File: src/rtl/drv_stat_pkg.sv
package drv_stat_pkg;

    localparam int REG_BYTES   = 24;
    localparam int ADDR_W      = $clog2(REG_BYTES);
    localparam int CTRL_LO_IDX = 3;
    localparam int WIN_BASE    = 4;
    localparam int PKT_BYTES   = 10;
    localparam int CSUM_IDX    = WIN_BASE + PKT_BYTES - 1;
    localparam int CMD_IDX     = WIN_BASE + PKT_BYTES;
    localparam int SUB_IDX     = CMD_IDX + 3;

    localparam logic [7:0] CTRL_KEEP   = 8'h03;
    localparam logic [7:0] CMD_TOC     = 8'h02;
    localparam logic [7:0] TOC_SUB_MAX = 8'h05;
    localparam logic [7:0] TOC_BAD     = 8'h0F;

    typedef enum logic [3:0] {
        ACT_STATUS, ACT_STOP, ACT_TOC, ACT_READ, ACT_SEEK, ACT_PAUSE,
        ACT_RESUME, ACT_FFWD, ACT_FREW, ACT_RECOVER, ACT_CLOSE, ACT_OPEN,
        ACT_OTHER
    } act_e;

    localparam int NUM_ACT = int'(ACT_OTHER) + 1;

    typedef struct packed {
        logic [15:0] status;
        logic [15:0] minute;
        logic [15:0] second;
        logic [15:0] frame;
        logic [7:0]  ext;
    } pkt_t;

    function automatic logic [3:0] pkt_csum(input pkt_t p);
        logic [7:0] s;
        s = p.status[15:8] + p.status[7:0] + p.minute[15:8] + p.minute[7:0]
          + p.second[15:8] + p.second[7:0] + p.frame[15:8] + p.frame[7:0]
          + p.ext;
        return ~s[3:0];
    endfunction

    function automatic logic [7:0] pkt_lane(input pkt_t p, input int k);
        logic [7:0] b;
        case (k)
            0:       b = p.status[15:8];
            1:       b = p.status[7:0];
            2:       b = p.minute[15:8];
            3:       b = p.minute[7:0];
            4:       b = p.second[15:8];
            5:       b = p.second[7:0];
            6:       b = p.frame[15:8];
            7:       b = p.frame[7:0];
            8:       b = p.ext;
            default: b = {4'h0, pkt_csum(p)};
        endcase
        return b;
    endfunction

endpackage

File: src/rtl/dsf_cmd_dec.sv
module dsf_cmd_dec
    import drv_stat_pkg::*;
(
    input  logic [7:0]         cmd_byte,
    input  logic [7:0]         sub_byte,
    output logic [NUM_ACT-1:0] act_oh,
    output logic               toc_we,
    output logic [7:0]         toc_low
);

    act_e sel;

    always_comb begin
        toc_we  = 1'b0;
        toc_low = TOC_BAD;
        unique case (cmd_byte)
            8'h00: sel = ACT_STATUS;
            8'h01: sel = ACT_STOP;
            CMD_TOC: begin
                toc_we = 1'b1;
                if (sub_byte <= TOC_SUB_MAX) begin
                    sel     = ACT_TOC;
                    toc_low = sub_byte;
                end else begin
                    sel     = ACT_STATUS;
                end
            end
            8'h03: sel = ACT_READ;
            8'h04: sel = ACT_SEEK;
            8'h06: sel = ACT_PAUSE;
            8'h07: sel = ACT_RESUME;
            8'h08: sel = ACT_FFWD;
            8'h09: sel = ACT_FREW;
            8'h0A: sel = ACT_RECOVER;
            8'h0C: sel = ACT_CLOSE;
            8'h0D: sel = ACT_OPEN;
            default: sel = ACT_OTHER;
        endcase
    end

    always_comb begin
        for (int i = 0; i < NUM_ACT; i++) begin
            act_oh[i] = (sel == act_e'(i));
        end
    end

endmodule

File: src/rtl/dsf_status_reg.sv
module dsf_status_reg (
    input  logic        clk,
    input  logic        rst,
    input  logic        ld,
    input  logic [15:0] ld_val,
    input  logic        toc_we,
    input  logic [7:0]  toc_low,
    output logic [15:0] status_q
);

    always_ff @(posedge clk) begin
        if (rst) begin
            status_q <= '0;
        end else begin
            if (ld)     status_q       <= ld_val;
            if (toc_we) status_q[7:0]  <= toc_low;
        end
    end

endmodule

File: src/rtl/dsf_window.sv
module dsf_window
    import drv_stat_pkg::*;
#(
    parameter int NB = REG_BYTES,
    parameter int AW = ADDR_W
) (
    input  logic                clk,
    input  logic                rst,
    input  logic                wr_en,
    input  logic [AW-1:0]       wr_addr,
    input  logic [7:0]          wr_data,
    input  logic                exp_en,
    input  pkt_t                pkt,
    output logic [NB-1:0][7:0]  bytes_q
);

    localparam logic [7:0] CSUM_RST = {4'h0, pkt_csum('0)};

    logic [7:0] cell_q [NB];

    for (genvar i = 0; i < NB; i++) begin : g_cell
        localparam bit IN_PKT = (i >= WIN_BASE) && (i < WIN_BASE + PKT_BYTES);
        localparam logic [7:0] RST_VAL = (i == CSUM_IDX) ? CSUM_RST : 8'h00;
        logic host_hit;
        assign host_hit = wr_en && (wr_addr == AW'(i));

        if (IN_PKT) begin : g_pkt
            localparam int K = i - WIN_BASE;
            always_ff @(posedge clk) begin
                if (rst)           cell_q[i] <= RST_VAL;
                else if (exp_en)   cell_q[i] <= pkt_lane(pkt, K);
                else if (host_hit) cell_q[i] <= wr_data;
            end
        end else if (i == CTRL_LO_IDX) begin : g_ctrl
            always_ff @(posedge clk) begin
                if (rst)           cell_q[i] <= RST_VAL;
                else if (exp_en)   cell_q[i] <= cell_q[i] & CTRL_KEEP;
                else if (host_hit) cell_q[i] <= wr_data;
            end
        end else begin : g_plain
            always_ff @(posedge clk) begin
                if (rst)           cell_q[i] <= RST_VAL;
                else if (host_hit) cell_q[i] <= wr_data;
            end
        end

        assign bytes_q[i] = cell_q[i];
    end

endmodule

File: src/rtl/drv_stat_fmt.sv
module drv_stat_fmt
    import drv_stat_pkg::*;
(
    input  logic               clk,
    input  logic               rst,
    input  logic               host_we_i,
    input  logic [ADDR_W-1:0]  host_addr_i,
    input  logic [7:0]         host_wdata_i,
    input  logic [ADDR_W-1:0]  rd_addr_i,
    output logic [7:0]         rd_data_o,
    input  logic               stat_ld_i,
    input  logic [15:0]        stat_i,
    input  logic               export_i,
    input  logic [15:0]        min_i,
    input  logic [15:0]        sec_i,
    input  logic [15:0]        frm_i,
    input  logic [7:0]         ext_i,
    input  logic               irq_en_i,
    output logic               irq_o,
    input  logic               cmd_go_i,
    output logic [NUM_ACT-1:0] act_o
);

    logic [REG_BYTES-1:0][7:0] win_bytes;
    logic [15:0]               stat_word;
    logic [NUM_ACT-1:0]        dec_oh;
    logic                      dec_toc;
    logic [7:0]                dec_low;
    pkt_t                      pkt;

    assign pkt = '{status: stat_word, minute: min_i, second: sec_i,
                   frame: frm_i, ext: ext_i};

    dsf_cmd_dec u_dec (
        .cmd_byte (win_bytes[CMD_IDX]),
        .sub_byte (win_bytes[SUB_IDX]),
        .act_oh   (dec_oh),
        .toc_we   (dec_toc),
        .toc_low  (dec_low)
    );

    dsf_status_reg u_stat (
        .clk      (clk),
        .rst      (rst),
        .ld       (stat_ld_i),
        .ld_val   (stat_i),
        .toc_we   (cmd_go_i && dec_toc),
        .toc_low  (dec_low),
        .status_q (stat_word)
    );

    dsf_window u_win (
        .clk     (clk),
        .rst     (rst),
        .wr_en   (host_we_i),
        .wr_addr (host_addr_i),
        .wr_data (host_wdata_i),
        .exp_en  (export_i),
        .pkt     (pkt),
        .bytes_q (win_bytes)
    );

    always_ff @(posedge clk) begin
        if (rst) begin
            irq_o <= 1'b0;
            act_o <= '0;
        end else begin
            irq_o <= export_i && irq_en_i;
            act_o <= cmd_go_i ? dec_oh : '0;
        end
    end

    always_comb begin
        rd_data_o = 8'h00;
        for (int i = 0; i < REG_BYTES; i++) begin
            if (rd_addr_i == ADDR_W'(i)) rd_data_o = win_bytes[i];
        end
    end

endmodule

File: config.mk
export PLATFORM = sky130hd
export DESIGN_NAME = drv_stat_fmt
export DESIGN_NICKNAME = d
export VERILOG_FILES = /design/src/rtl/drv_stat_pkg.sv /design/src/rtl/dsf_cmd_dec.sv /design/src/rtl/dsf_status_reg.sv /design/src/rtl/dsf_window.sv /design/src/rtl/drv_stat_fmt.sv
export SDC_FILE = /design/constraint.sdc
export NUM_CORES = 1
export LEC_CHECK = 0
export ABC_CLOCK_PERIOD_IN_PS = 12300
export BUFFER_PORTS_ARGS = -buffer_cell sky130_fd_sc_hd__buf_2
export CAP_MARGIN = 20
export CORE_AREA = 5 5 144 146
export CTS_BUF_LIST = sky130_fd_sc_hd__clkbuf_2 sky130_fd_sc_hd__clkbuf_4 sky130_fd_sc_hd__clkbuf_8
export DETAILED_ROUTE_END_ITERATION = 16
export DIE_AREA = 0 0 149 151
export PLACE_DENSITY = 0.85
export REMOVE_ABC_BUFFERS = 1
export SETUP_SLACK_MARGIN = 0.05
export SLEW_MARGIN = 5
export SYNTH_ARGS = -nofsm -noshare
export SYNTH_HDL_FRONTEND = slang
export SYNTH_SLANG_ARGS = --single-unit
export TNS_END_PERCENT = 50
File: constraint.sdc
create_clock -name clk -period 12.3 [get_ports clk]
set_clock_uncertainty 0.15 [all_clocks]
set_input_delay 3.69 -clock clk [delete_from_list [all_inputs] [get_ports clk]]
set_output_delay 3.69 -clock clk [all_outputs]
set_load 0.005 [all_outputs]
# After elaboration in Yosys (flattened, before gate mapping)
# Memories as Yosys holds them, arrays and structs flattened.
# Index checks and enable logic that the tools add are counted.
# W data, S select, Z words.
# totals
reg_bits	30
ramBits	192
input_bits	97
out_inout_bits	22
word_cells	326
mem_count	1
# memory_table
name	words	width	rd	rd_clocked_by_memory_dff	wr	line	source
u_win.cell_q	24	8	24	0	24	dsf_window.sv:19	logic [7:0] cell_q [NB];
# op_classes
n_addsub	8
n_lt_le_gt_ge	1
n_eq_ne	69
mux	174
n_bitwise	37
n_reduce_logical	32
# ops
operator	n
$mux W8	83
$mux W1	89
$eq A5 B4 Y1 const B	16
$eq A5 B5 Y1 const B	16
$pmux W4 S12	1
$eq A5 B3 Y1 const B	8
$eq A8 B4 Y1 const B	5
$or A1 B1 Y1	35
$add A4 B4 Y4	8
$logic_and A1 B1 Y1	26
$eq A8 B3 Y1 const B	3
$eq A4 B4 Y1 const B	5
$eq A5 B2 Y1 const B	4
$eq A4 B3 Y1 const B	4
$eq A8 B2 Y1 const B	2
$eq A5 B1 Y1 const B	2
$logic_not A5 Y1	2
$eq A4 B2 Y1 const B	2
$eq A8 B1 Y1 const B	1
$le A8 B3 Y1 const B	1
$logic_not A8 Y1	1
$eq A4 B1 Y1 const B	1
$logic_not A4 Y1	1
$not A4 Y4	1
4 further kinds	4

# Depth between registers and ports, before layout
# logic_depth
depth_word	25
mapped_depth	15
mapped_depth_nobuf	15

# By module
# From an unflattened synthesis, not the netlist that was laid out.
# unflattened
cells_unflattened	1006
area_unflattened_um2	11975.2
# by_module_without_submodules
module	n_inst	cells_per_inst	area_per_inst_um2	seq_area_each_um2
dsf_window	1	557	8470.6	5765.5
drv_stat_fmt	1	350	2583.7	280.3
dsf_status_reg	1	61	664.4	320.3
dsf_cmd_dec	1	38	256.5	0.0

# Worst setup path after synthesis
# OpenSTA, ideal clock, no wires.
# synth_timing
path_kind	input -> output
start	input rd_addr_i[2]
end	output rd_data_o[5]
t_arrival_ns	5.108
t_required_ns	8.460
setup_slack_ns	3.352
stages	8
n_path_buf	2
path_cell_list	buf_6 -> buf_4 -> or2_0 -> o32a_1 -> a32o_1 -> a31oi_1 -> o22ai_1 -> a21oi_1
# synth_via
elab_chain_cells	25
elab_cells_between_ends	48
cone_classes	23 x eq/ne; 24 x mux; 1 x reduce/logical
# synth_rtl
element	line	source
start: declaration	drv_stat_fmt.sv:9	input logic [ADDR_W-1:0] rd_addr_i,
$logic_not A5 Y1	drv_stat_fmt.sv:76	if (rd_addr_i == ADDR_W'(i)) rd_data_o = win_bytes[i];
$mux W8 (23 in series)	drv_stat_fmt.sv:76	
$mux W8 (*)	drv_stat_fmt.sv:76	
end: declaration	drv_stat_fmt.sv:10	output logic [7:0] rd_data_o,
# Mark *: on every way between the ends. The rest lies on a longest branch, timed or not.

# Worst setup path in the final report
# layout_timing
start	input rd_addr_i[0]
end	output rd_data_o[0]
# Same word-level chain as after synthesis.

==> flow_results.xml <==
<?xml version="1.0" encoding="UTF-8"?>
<metrics>
  <group name="drt">
    <metric name="dr.pass1.iters" unit="">6</metric>
    <metric name="top_layer_in_use" unit="">met4</metric>
    <metric name="detailroute.wirelength.met2" unit="µm">16600</metric>
    <metric name="route.detailed.wl_per_inst" unit="µm">26.7</metric>
    <metric name="met3_wirelength" unit="µm">4740</metric>
    <metric name="routed_via_density" unit="">6.73</metric>
    <metric name="vias" unit="">9572</metric>
    <metric name="detailedRoute.firstIterationViolations" unit="">1205</metric>
    <metric name="detail-route-antenna-nets" unit="">0</metric>
    <metric name="detail_route.drc_violations" unit="">0</metric>
    <metric name="wirelength_met1" unit="µm">14800</metric>
    <metric name="finalWirelength" unit="µm">38000</metric>
  </group>
  <group name="cts">
    <metric name="hold_buffers" unit="">0</metric>
    <metric name="tritoncts_clock_tree" unit="">done</metric>
    <metric name="ctsHtreeMaxLevel" unit="">2</metric>
    <metric name="cts_root_buffer" unit="">sky130_fd_sc_hd__clkbuf_8</metric>
    <metric name="clkSlewWorstSetupHoldPaths" unit="ns">0.06</metric>
    <metric name="numClockSinks" unit="">222</metric>
    <metric name="cts_made_buffers" unit="">36</metric>
    <metric name="clk-insertion-delay-late" unit="ns">0.54</metric>
    <metric name="cts-resized-gates" unit="">0</metric>
    <metric name="cts_buffer_depth" unit="">3</metric>
    <metric name="cts_post_setup_buffers_inserted" unit="">0</metric>
  </group>
  <group name="worst_setup_path">
    <metric name="critical-path-max-stage-delay" unit="ns">0.98</metric>
    <metric name="crit-reg2reg-capture" unit="">u_win.cell_q[1][43]</metric>
    <metric name="cp-end-kind" unit="">output pin</metric>
    <metric name="timing.critical_path.slowest_stage_cell" unit="">sky130_fd_sc_hd__nor2b_1</metric>
    <metric name="worst_ep_arrival_time" unit="ns">6.63</metric>
    <metric name="reg2reg_setup_slack" unit="ns">8.03</metric>
    <metric name="r2r_cells" unit="">13</metric>
    <metric name="critPathKind" unit="">in2out</metric>
    <metric name="critical_path_required" unit="ns">8.46</metric>
    <metric name="cp_cell_sequence" unit="">buf_2, nor2b_1, o2bb2ai_1, a2bb2oi_1, o31ai_1, o221ai_1, a21oi_1, buf_2</metric>
    <metric name="crit_path_max_fanout" unit="">31</metric>
    <metric name="setup.worst_path.start_class" unit="">input pin</metric>
    <metric name="critPathMostFrequentCell" unit="">sky130_fd_sc_hd__buf_2</metric>
    <metric name="timing.rr.start" unit="">u_stat.status_q[2]</metric>
  </group>
  <group name="status">
    <metric name="status" unit="">completed</metric>
  </group>
  <group name="synthesis">
    <metric name="synth_area_leaders" unit="">sky130_fd_sc_hd__edfxtp_1 49%, sky130_fd_sc_hd__and2_1 6.4%, sky130_fd_sc_hd__a22o_1 5.5%</metric>
    <metric name="netlist_instances" unit="">1037</metric>
    <metric name="synth_ff_type" unit="">sky130_fd_sc_hd__edfxtp_1</metric>
    <metric name="post_synth_num_cell_types" unit="">77</metric>
    <metric name="yosysWarnings" unit="">0</metric>
    <metric name="synth_async_sr_flop_share" unit="%">0</metric>
    <metric name="ys_seq_area_share" unit="%">54.2</metric>
    <metric name="ys_seq_elements" unit="">222</metric>
    <metric name="post-synth-top-area-fraction" unit="%">49.1</metric>
    <metric name="synth_edf_count" unit="">192</metric>
    <metric name="postSynthAreaPerCell" unit="µm²">11.3</metric>
    <metric name="synth_top_area_cell" unit="">sky130_fd_sc_hd__edfxtp_1</metric>
    <metric name="syn-cell-area" unit="µm²">11700</metric>
  </group>
  <group name="global_route">
    <metric name="vias_in_the_first_global_route" unit="">9379</metric>
    <metric name="grt_pass1_wl" unit="µm">56500</metric>
    <metric name="antenna_found_initial" unit="">1</metric>
    <metric name="grt_max_degree" unit="">78</metric>
    <metric name="gr-usage-all-layers" unit="%">33.7</metric>
    <metric name="global_route.overflow_total" unit="">0</metric>
  </group>
  <group name="worst_hold_path">
    <metric name="worst_hold_endpoint" unit="">u_stat.status_q[15]</metric>
    <metric name="min_from" unit="">u_stat.status_q[15]</metric>
    <metric name="hold_depth" unit="">2</metric>
    <metric name="holdCritPathClass" unit="">reg2reg</metric>
  </group>
  <group name="timing">
    <metric name="fmax" unit="GHz">0.0955</metric>
    <metric name="final-hold-violation-count" unit="">0</metric>
    <metric name="timing_worst_slew_pin_value" unit="ns">1.14</metric>
    <metric name="finalSetupTns" unit="ns">0</metric>
    <metric name="grt_setup_unrepaired" unit="">false</metric>
    <metric name="fin_crit_share" unit="%">85.1</metric>
    <metric name="fin_crit" unit="ns">10.47</metric>
    <metric name="maxSlewViolCount" unit="">0</metric>
    <metric name="setup_viol" unit="">0</metric>
    <metric name="maxSlewHeadroom" unit="%">23.9</metric>
  </group>
  <group name="pwr">
    <metric name="cellInternalPower" unit="µW">1350</metric>
    <metric name="combinational_fraction_of_design_power" unit="%">15.0</metric>
    <metric name="power-per-cell-area" unit="nW/µm²">141</metric>
    <metric name="power.clock.fraction" unit="%">36.3</metric>
    <metric name="seq_power_share" unit="%">48.7</metric>
    <metric name="worst_ir_drop_vdd" unit="V">0.000106</metric>
    <metric name="p_leak" unit="µW">0.00500</metric>
    <metric name="p_sw_share" unit="%">27.1</metric>
    <metric name="power.net_switching" unit="µW">502</metric>
  </group>
  <group name="die">
    <metric name="die_width" unit="µm">149</metric>
    <metric name="floorplan.initialDensity" unit="%">60.9</metric>
    <metric name="fp.dieArea" unit="µm²">22500</metric>
    <metric name="die-height" unit="µm">151</metric>
    <metric name="boundaryPins" unit="">119</metric>
    <metric name="floorplan_core_area" unit="µm²">19300</metric>
    <metric name="floorplan.rows" unit="">51</metric>
  </group>
  <group name="place">
    <metric name="dpl.hpwl" unit="µm">26600</metric>
    <metric name="port_buffers" unit="">118</metric>
    <metric name="routabilityCongestion" unit="">1.04</metric>
  </group>
  <group name="final_layout">
    <metric name="layout-area-overhead-vs-synth" unit="%">12.3</metric>
    <metric name="finalNetCount" unit="">1246</metric>
    <metric name="utilization_after_layout" unit="%">68.4</metric>
    <metric name="filler_cell_count" unit="">1457</metric>
    <metric name="layout-drive-gt1-share" unit="%">18.5</metric>
  </group>
  <group name="run">
    <metric name="maxCapViolCount" unit="">0</metric>
  </group>
</metrics>
synth_stat cells (16+ instances only):
cell and instances:
sky130_fd_sc_hd__a21oi_1 39, sky130_fd_sc_hd__a22o_1 74, sky130_fd_sc_hd__and2_1 121, sky130_fd_sc_hd__buf_2 22
sky130_fd_sc_hd__clkbuf_1 49, sky130_fd_sc_hd__dfxtp_1 30, sky130_fd_sc_hd__edfxtp_1 192, sky130_fd_sc_hd__fa_1 16
sky130_fd_sc_hd__inv_1 18, sky130_fd_sc_hd__mux2i_1 30, sky130_fd_sc_hd__nand2_1 42, sky130_fd_sc_hd__nor2_1 91
sky130_fd_sc_hd__nor3_1 22, sky130_fd_sc_hd__o21ai_0 41
sequential cells by signal, indices dropped and copies added (netlist names):
name and flops:
u_win.cell_q 192, u_stat.status_q 16, act_o 13, irq_o 1
worst max-delay path: cells and delay by family:
| kind | cells | cell delay (ns) |
|---|---|---|
| and+or+nand+nor | 1 | 0.98 |
| AOI/OAI and AO/OA | 5 | 1.22 |
| buffers and inverters | 2 | 0.73 |
per-layer routing:
metal | vias to the layer above | track usage [%]
met4 | 0 | 14.7
met2 | 773 | 50.3
li1 | 4091 | -
met5 | - | 0
met3 | 140 | 7.18
met1 | 4568 | 48.0
area by class of cell:
type / count / area, µm² / share of cell area, %
Clock inverter: 15 / 144 / 1.09
Timing Repair Buffer: 132 / 688 / 5.22
Antenna cell: 1 / 2.50 / 0.0190
Inverter: 19 / 71.3 / 0.541
Multi-Input combinational cell: 718 / 4960 / 37.6
Sequential cell: 222 / 6370 / 48.3
Clock buffer: 50 / 619 / 4.70
Tap cell: 265 / 332 / 2.52
cell usage in the layout, fill, tap and decap left out, types with 6 or more instances in the layout:
cell type,n
sky130_fd_sc_hd__a211oi_1,15
sky130_fd_sc_hd__a21oi_1,39
sky130_fd_sc_hd__a22o_1,74
sky130_fd_sc_hd__a22oi_1,7
sky130_fd_sc_hd__a31oi_1,11
sky130_fd_sc_hd__a32oi_1,6
sky130_fd_sc_hd__and2_1,121
sky130_fd_sc_hd__buf_2,120
sky130_fd_sc_hd__buf_4,10
sky130_fd_sc_hd__clkbuf_4,12
sky130_fd_sc_hd__clkbuf_8,39
sky130_fd_sc_hd__clkinv_1,7
sky130_fd_sc_hd__dfxtp_1,30
sky130_fd_sc_hd__edfxtp_1,192
sky130_fd_sc_hd__fa_1,16
sky130_fd_sc_hd__inv_1,18
sky130_fd_sc_hd__mux2_2,8
sky130_fd_sc_hd__mux2i_1,30
sky130_fd_sc_hd__nand2_1,42
sky130_fd_sc_hd__nand2b_1,15
sky130_fd_sc_hd__nand3_1,9
sky130_fd_sc_hd__nor2_1,91
sky130_fd_sc_hd__nor2b_1,14
sky130_fd_sc_hd__nor3_1,22
sky130_fd_sc_hd__nor4_1,6
sky130_fd_sc_hd__o21ai_0,41
sky130_fd_sc_hd__o21bai_1,13
sky130_fd_sc_hd__o221ai_1,6
sky130_fd_sc_hd__o22ai_1,12
sky130_fd_sc_hd__o2bb2ai_1,7
sky130_fd_sc_hd__xnor2_1,14
cells by family (layout without fill, tap and decap cells):
group | Yosys count | count (layout) | synth area share, %
muxes | 39 | 39 | 3.52
adders and majority gates | 20 | 20 | 3.16
DFF | 222 | 222 | 54.2
xor gates and xnor gates | 17 | 17 | 1.27
and+or+nand+nor | 358 | 358 | 16.4
buffers and inverters | 97 | 216 | 3.59
other | 0 | 1 | 0
AOI/OAI and AO/OA | 284 | 284 | 17.8
through the flow:
stage	hold slack, ns	total power (µW)	worst slack (ns)	cell area, µm²	instances
floorplan	0.311	1050	3.45	11400	959
global placement	0.332	1180	2.01	12400	1352
detailed placement	0.345	1180	1.99	12400	1352
CTS	0.358	1850	1.98	13200	1417
global route	0.383	1910	1.80	13200	1421
finish	0.353	1850	1.83	13200	1422
power groups by stage:
stage / clock network (µW) / registers, µW / logic, µW
floorplan: 0 / 896 / 154
global placement: 0 / 915 / 264
detailed placement: 0 / 915 / 268
CTS: 678 / 900 / 273
global route: 714 / 903 / 297
finish: 672 / 902 / 278
worst max path at each step:
stage,cells past startpoint,slack [ns],start,end
CTS,8,1.98,rd_addr_i[0],rd_data_o[0]
global route,8,1.80,rd_addr_i[0],rd_data_o[0]
detailed placement,8,1.99,rd_addr_i[0],rd_data_o[0]
finish,8,1.83,rd_addr_i[0],rd_data_o[0]
global placement,8,2.01,rd_addr_i[0],rd_data_o[0]
floorplan,6,3.45,rd_addr_i[0],rd_data_o[2]
No activity file was read; power rests on OpenSTA's default activity.
